$ cat src/rtl/async_sram_ctrl.sv
module async_sram_ctrl #(
  parameter int ADDR_W        = 21,
  parameter int DATA_W        = 8,
  parameter int CLK_PS        = 10000,
  parameter int T_PWRUP_PS    = 100000000,
  parameter int T_ASU_PS      = 0,
  parameter int T_WP_PS       = 7000,
  parameter int T_SD_PS       = 5500,
  parameter int T_HZWE_PS     = 5000,
  parameter int T_WC_PS       = 10000,
  parameter int T_AA_PS       = 10000,
  parameter int T_ACE_PS      = 10000,
  parameter int T_DOE_PS      = 5000,
  parameter int T_RC_PS       = 10000,
  parameter int T_HZOE_PS     = 5000,
  parameter int T_HZCE_PS     = 5000
) (
  input  logic              clk,
  input  logic              rst_n,
  input  logic              req_valid,
  output logic              req_ready,
  input  logic              req_write,
  input  logic [ADDR_W-1:0] req_addr,
  input  logic [DATA_W-1:0] req_wdata,
  output logic              rsp_valid,
  output logic [DATA_W-1:0] rsp_rdata,
  output logic [ADDR_W-1:0] sram_addr,
  output logic              sram_sel_n,
  output logic              sram_sel,
  output logic              sram_we_n,
  output logic              sram_oe_n,
  output logic [DATA_W-1:0] sram_dq_out,
  output logic              sram_dq_oe,
  input  logic [DATA_W-1:0] sram_dq_in
);

  function automatic int max3(input int a, input int b, input int c);
    int m;
    m = (a > b) ? a : b;
    return (m > c) ? m : c;
  endfunction

  function automatic int cycles_for(input int ps);
    int n;
    n = (ps + CLK_PS - 1) / CLK_PS;
    return (n < 1) ? 1 : n;
  endfunction

  localparam int N_PWR = cycles_for(T_PWRUP_PS);
  localparam int N_AS  = cycles_for(T_ASU_PS);
  localparam int N_WP  = cycles_for(max3(T_WP_PS, T_SD_PS + T_HZWE_PS, T_WC_PS));
  localparam int N_RD  = cycles_for(max3(max3(T_AA_PS, T_ACE_PS, T_DOE_PS), T_RC_PS, 0));
  localparam int N_TA  = cycles_for(max3(T_HZOE_PS, T_HZCE_PS, 0));
  localparam int N_MAX = max3(max3(N_PWR, N_AS, N_WP), N_RD, N_TA);
  localparam int CW    = $clog2(N_MAX + 1);

  typedef enum logic [2:0] {
    ST_PWR, ST_IDLE, ST_WSETUP, ST_WPULSE, ST_RACC, ST_TURN
  } phase_t;

  phase_t            st;
  logic [CW-1:0]     cnt;
  logic [ADDR_W-1:0] addr_q;
  logic [DATA_W-1:0] wdata_q;
  logic [DATA_W-1:0] rdata_q;
  logic              rsp_q;
  logic              last;
  logic              selected;

  assign last = (cnt == '0);

  always_ff @(posedge clk or negedge rst_n) begin
    if (!rst_n) begin
      st      <= ST_PWR;
      cnt     <= CW'(N_PWR - 1);
      addr_q  <= '0;
      wdata_q <= '0;
      rdata_q <= '0;
      rsp_q   <= 1'b0;
    end else begin
      rsp_q <= 1'b0;
      case (st)
        ST_PWR: begin
          if (last) st <= ST_IDLE;
          else      cnt <= cnt - 1'b1;
        end
        ST_IDLE: begin
          if (req_valid) begin
            addr_q  <= req_addr;
            wdata_q <= req_wdata;
            if (req_write) begin
              st  <= ST_WSETUP;
              cnt <= CW'(N_AS - 1);
            end else begin
              st  <= ST_RACC;
              cnt <= CW'(N_RD - 1);
            end
          end
        end
        ST_WSETUP: begin
          if (last) begin
            st  <= ST_WPULSE;
            cnt <= CW'(N_WP - 1);
          end else cnt <= cnt - 1'b1;
        end
        ST_WPULSE: begin
          if (last) st <= ST_IDLE;
          else      cnt <= cnt - 1'b1;
        end
        ST_RACC: begin
          if (last) begin
            rdata_q <= sram_dq_in;
            rsp_q   <= 1'b1;
            st      <= ST_TURN;
            cnt     <= CW'(N_TA - 1);
          end else cnt <= cnt - 1'b1;
        end
        ST_TURN: begin
          if (last) st <= ST_IDLE;
          else      cnt <= cnt - 1'b1;
        end
        default: st <= ST_IDLE;
      endcase
    end
  end

  assign selected    = (st == ST_WSETUP) || (st == ST_WPULSE) || (st == ST_RACC);
  assign sram_sel_n  = !selected;
  assign sram_sel    = selected;
  assign sram_we_n   = (st != ST_WPULSE);
  assign sram_oe_n   = (st != ST_RACC);
  assign sram_dq_oe  = (st == ST_WPULSE);
  assign sram_dq_out = wdata_q;
  assign sram_addr   = addr_q;
  assign req_ready   = (st == ST_IDLE);
  assign rsp_valid   = rsp_q;
  assign rsp_rdata   = rdata_q;

endmodule

$ cat config.mk
export PLATFORM = sky130hd
export DESIGN_NAME = async_sram_ctrl
export DESIGN_NICKNAME = d
export VERILOG_FILES = /design/src/rtl/async_sram_ctrl.sv
export SDC_FILE = /design/constraint.sdc
export NUM_CORES = 1
export LEC_CHECK = 0
export BUFFER_PORTS_ARGS = -buffer_cell sky130_fd_sc_hd__buf_2
export CORE_MARGIN = 2
export CORE_UTILIZATION = 53
export CTS_CLUSTER_DIAMETER = 30
export DETAILED_ROUTE_END_ITERATION = 10
export PLACE_DENSITY = 0.89
export RECOVER_POWER = 25
export SLEW_MARGIN = 20
export SYNTH_ARGS = -nofsm -noshare
export SYNTH_HDL_FRONTEND = slang
export SYNTH_SLANG_ARGS = --single-unit
$ cat constraint.sdc
create_clock -name clk -period 3.81 [get_ports clk]
set_input_delay 0.1905 -clock clk [delete_from_list [all_inputs] [get_ports clk]]
set_output_delay 0.1905 -clock clk [all_outputs]
set_load 0.02 [all_outputs]
==> After elaboration in Yosys (flattened, before gate mapping) <==
Index checks and enable logic that the tools add are counted.
{ "op_classes": {"mux": 13, "add_sub_neg": 1, "eq_ne": 12, "n_reduce_logical": 11} }
{ "op_table": {"columns": ["cell", "count"], "rows": [
  ["$mux W14", 4],
  ["$pmux W14 S4", 1],
  ["$mux W3", 5],
  ["$logic_not A14 Y1", 1],
  ["$sub A14 B1 Y14 const B", 1],
  ["$pmux W3 S4", 1],
  ["$ne A2 B2 Y1 const B", 4],
  ["$eq A3 B2 Y1 const B", 2],
  ["$eq A3 B3 Y1 const B", 2],
  ["$reduce_and A2 Y1", 2],
  ["$reduce_and A4 Y1", 1],
  ["$reduce_bool A4 Y1", 1],
  ["$eq A3 B1 Y1 const B", 1],
  ["$logic_not A3 Y1", 1],
  ["$ne A3 B2 Y1 const B", 1],
  ["$ne A3 B3 Y1 const B", 1],
  ["$reduce_and A3 Y1", 1],
  ["$reduce_or A3 Y1", 1],
  ["$logic_or A1 B1 Y1", 2],
  ["$mux W1", 2],
  ["$ne A2 B1 Y1 const B", 1],
  ["$logic_not A1 Y1", 1]
]} }
{ "totals": {"ff_bits": 55, "out_inout_bits": 44, "elab_cells": 43} }

==> Depth between registers and ports, before layout <==
{ "depth": {"ltp_word": 4, "depth_mapped": 9, "ltp_nobuf": 7} }

==> Worst setup path before layout <==
OpenSTA, ideal clock, no wires.
{ "synth_path": {"kind": "reg2reg", "from": "register cnt[0]", "to": "register cnt[12]", "stages_incl_launch_ff": 9, "arrival_time_ns": 1.799, "setup_slack_ns": 1.869, "required_time_ns": 3.668, "synth_period_minus_slack_ns": 1.941, "setup_time_ns": 0.142, "path_cell_list": "dfstp_2 -> inv_1 -> ha_1 -> nor3b_1 -> nand4_2 -> a211oi_1 -> nor3_1 -> buf_6 -> o211ai_1"} }
{ "synth_between": {"elab_chain_cells": 3, "word_cells_on_any_way": 8, "classes_between": "add/sub (1); eq/ne (1); mux (4); reduce/logical (2)"} }
{ "synth_rtl": {"columns": ["element", "line_no", "rtl"], "rows": [
  ["start: declaration", "62", "logic [CW-1:0] cnt;"],
  ["start signal: assignment", "75", "cnt <= CW'(N_PWR - 1);"],
  ["start signal: assignment", "85", "else cnt <= cnt - 1'b1;"],
  ["start signal: assignment", "93", "cnt <= CW'(N_AS - 1);"],
  ["$sub A14 B1 Y14 / $logic_not A14 Y1 (equally long branches)", null, null],
  ["$mux W14, or another cell as far along", "84, 107, 119", null],
  ["$pmux W14 S4 / $reduce_and A3 Y1 (equally long branches)", null, null]
]} }
Parallel ways exist; a longest one is shown, timed or not. The select of a mux whose other input is x is not followed.
A chain may end at the register's enable or synchronous reset.

==> Worst setup path in the final report <==
{ "layout_path": {"from": "register cnt[1]", "to": "register cnt[5]"} }
The elaborated chain is that of the path after synthesis.

==> flow_metrics.env <==
export IMPL_ant_nets=0
export IMPL_cts_hold_buf=0
export IMPL_comb_power_share=0.475
export IMPL_post_synth_cell_area_avg_um2=12.27
export IMPL_grt_pass1_vias=1924
export IMPL_power_uw=2624
export IMPL_ir_drop_v=0.0005379
export IMPL_critical_path_class="register to register"
export IMPL_skew_ns=0.005920
export IMPL_core_um2=4414
export IMPL_cts_max_level=2
export IMPL_syn_nets=242
export IMPL_power_density_nw_per_um2=876.9
export IMPL_drt_initial_drc_count=144
export IMPL_grt_pass1_wl_um=8480
export IMPL_max_slew_margin=0.5545
export IMPL_clockBufferDepth=2
export IMPL_synth_yosys_seq_area_share=0.5650
export IMPL_critPathLaunchType="register"
export IMPL_postCtsResizedCells=0
export IMPL_yosysTopAreaCell="dfrtp_1"
export IMPL_period_share=0.6005
export IMPL_final_cells=338
export IMPL_crit_fanout=19
export IMPL_dp_slack_ns=1.587
export IMPL_worst_hold_slack_ns=-0.00004619
export IMPL_insertion_delay_ns=0.30
export IMPL_area_growth_pct=21.98
export IMPL_grt_usage=0.2078
export IMPL_clock_fmax_mhz=437.1
export IMPL_clock_sinks=55
export IMPL_intPower_uw=1510
export IMPL_hold_path_class="input pin to async pin"
export IMPL_antenna_cells=0
export IMPL_tightest_slew_ns=0.6682
export IMPL_rsz0062_at_grt="false"
export IMPL_fin_ws_ns=1.522
export IMPL_status="complete, but fails checks"
export IMPL_clock_root_buffer="clkbuf_8"
export IMPL_synth_area_leaders="dfrtp_1 (48%), mux2_2 (17%), dfstp_2 (8.6%), a21oi_1 (2.4%), nand2_1 (1.8%)"
export IMPL_routed_wl_um=4960
export IMPL_drc=0
export IMPL_crit_required_ns=3.97
export IMPL_syn_cell_area_um2=2454
export IMPL_leakagePower_uw=0.001440
export IMPL_port_buffer_count=84
export IMPL_arrival_ns=2.45
export IMPL_gp_congestion=0.8218
export IMPL_start_util=0.5558
export IMPL_layout_common_cells="buf_2 (84), dfrtp_1 (47), mux2_2 (37)"
export IMPL_dieArea_um2=5190
export IMPL_nets=327
export IMPL_clkPwrFrac=0.117
export IMPL_die_h_um=72.04
export IMPL_tns_ns=0
export IMPL_synth_top_area_frac=0.4793
export IMPL_final_common_cell="buf_2"
export IMPL_yosys_warnings=0
export IMPL_dp_final_hpwl_um=3635
export IMPL_ios=85
export IMPL_p_seq_frac=0.408
export IMPL_drive_above_1_share=0.5140
export IMPL_cts_buffers=5
export IMPL_via_per_inst=5.553
export IMPL_synth_edf_count=0
export IMPL_clk_pin_slew_ns=0.09
export IMPL_hold_viol=1
export IMPL_overflow=0
export IMPL_place_inst=330
export IMPL_grt_antenna_before_repair=0
export IMPL_drv_cap=0
export IMPL_ys_ff_latch=55
export IMPL_synth_distinct_cells=44
export IMPL_grt_max_degree=56
export IMPL_setup_viol=0
export IMPL_die_w_um=72.04
export IMPL_wire_per_inst_um=14.67
export IMPL_violations="hold timing"
export IMPL_p_sw_frac=0.4246
export IMPL_finalCriticalPeriod_ns=2.288
export IMPL_cts_setup_buffers=0
export IMPL_vias=1877
export IMPL_final_max_slew_viol_count=0
export IMPL_async_flop_share=1.000
export IMPL_placementRows=24
export IMPL_endpoint_kind="register"
export IMPL_cts_tree="built"
export IMPL_synthFlopType="dfrtp_1"
export IMPL_first_pass_iters=4
export IMPL_syn_inst=200
export IMPL_switchingPower_uw=1114
## metrics by stage
step / cell area (µm²) / util / hold slack, ns
finish: 2993 / 0.6780 / -0.00004619
detailed placement: 2909 / 0.6590 / 0.3596
global placement: 2909 / 0.6590 / 0.3567
global route: 2993 / 0.6780 / 0.07202
floorplan: 2454 / - / -0.1051
CTS: 2993 / 0.6780 / 0.02777
## critical path: stages, from the launching register on
cell and delay, ns:
dfstp_2 0.39, inv_1 0.10, ha_1 0.19, nor3b_1 0.36, nand4_2 0.28, and2_1 0.43
o311ai_0 0.22, o221ai_1 0.18
## power by group through the flow
stage               clock (µW)  sequential (µW)  combinational (µW)
finish                     308             1070                1250
global route               344             1110                1360
CTS                        320             1070                1260
detailed placement           0             1070                1260
global placement             0             1060                1220
floorplan                    0             1250                 713
## registers in the layout, indices dropped and copies added (netlist names)
signal and count:
rsp_valid 1, sram_dq_out 8, st 3, sram_addr 21, rsp_rdata 8, cnt 14
## logic make-up after synthesis
kind of cell / after synthesis / synth area share
mux: 37 / 0.1698
compound gates: 40 / 0.1096
flops: 55 / 0.5650
simple gates: 46 / 0.1076
fa+ha+maj: 1 / 0.005099
buf+inv: 20 / 0.03926
xor+xnor: 1 / 0.003570
## path summary, 6_finish.rpt
path / from / endpoint / slack, ns / cells past startpoint
setup / recovery: cnt[1]$_DFFE_PN1P_ / cnt[5]$_DFFE_PN0P_ / 1.52 / 7
min in group clk: sram_dq_in[3] / rsp_rdata[3]$_DFFE_PN0P_ / 0.11 / 2
hold / removal: rst_n / rsp_valid$_DFF_PN0_ / -0.00005 / 2
hold reg to reg: sram_dq_out[0]$_DFFE_PN0P_ / sram_dq_out[0]$_DFFE_PN0P_ / 0.51 / 1
max in group asynchronous: rst_n / sram_addr[9]$_DFFE_PN0P_ / 3.36 / 2
setup reg to reg: cnt[1]$_DFFE_PN1P_ / cnt[5]$_DFFE_PN0P_ / 1.52 / 7
## final cells by class
cell class                 instances  area, µm²
fill                             318       1421
sequential                        55       1386
multi-input combinational        125      973.4
timing repair buffer              87      442.9
clock buffer                       7      76.32
tap                               52      65.06
inverter                          11      41.29
clock inverter                     1      7.507
## layer usage
| metal | part of all wire | GRT usage |
|---|---|---|
| met1 | 0.43 | 0.2659 |
| met2 | 0.48 | 0.3385 |
| met3 | 0.067 | 0.06111 |
| met4 | 0.017 | 0.07547 |
| met5 | 0 | 0 |
## synth_stat cells, types with 3 or more instances
cell type / number
o21ai_0: 3
a31oi_1: 7
buf_2: 5
inv_1: 11
dfstp_2: 8
dfrtp_1: 47
nand3_1: 4
mux2_2: 37
nor2_1: 9
a21oi_1: 12
nor3_1: 4
nand2_1: 12
nor4_2: 3
Note: power is estimated with default switching activity, not from simulation.
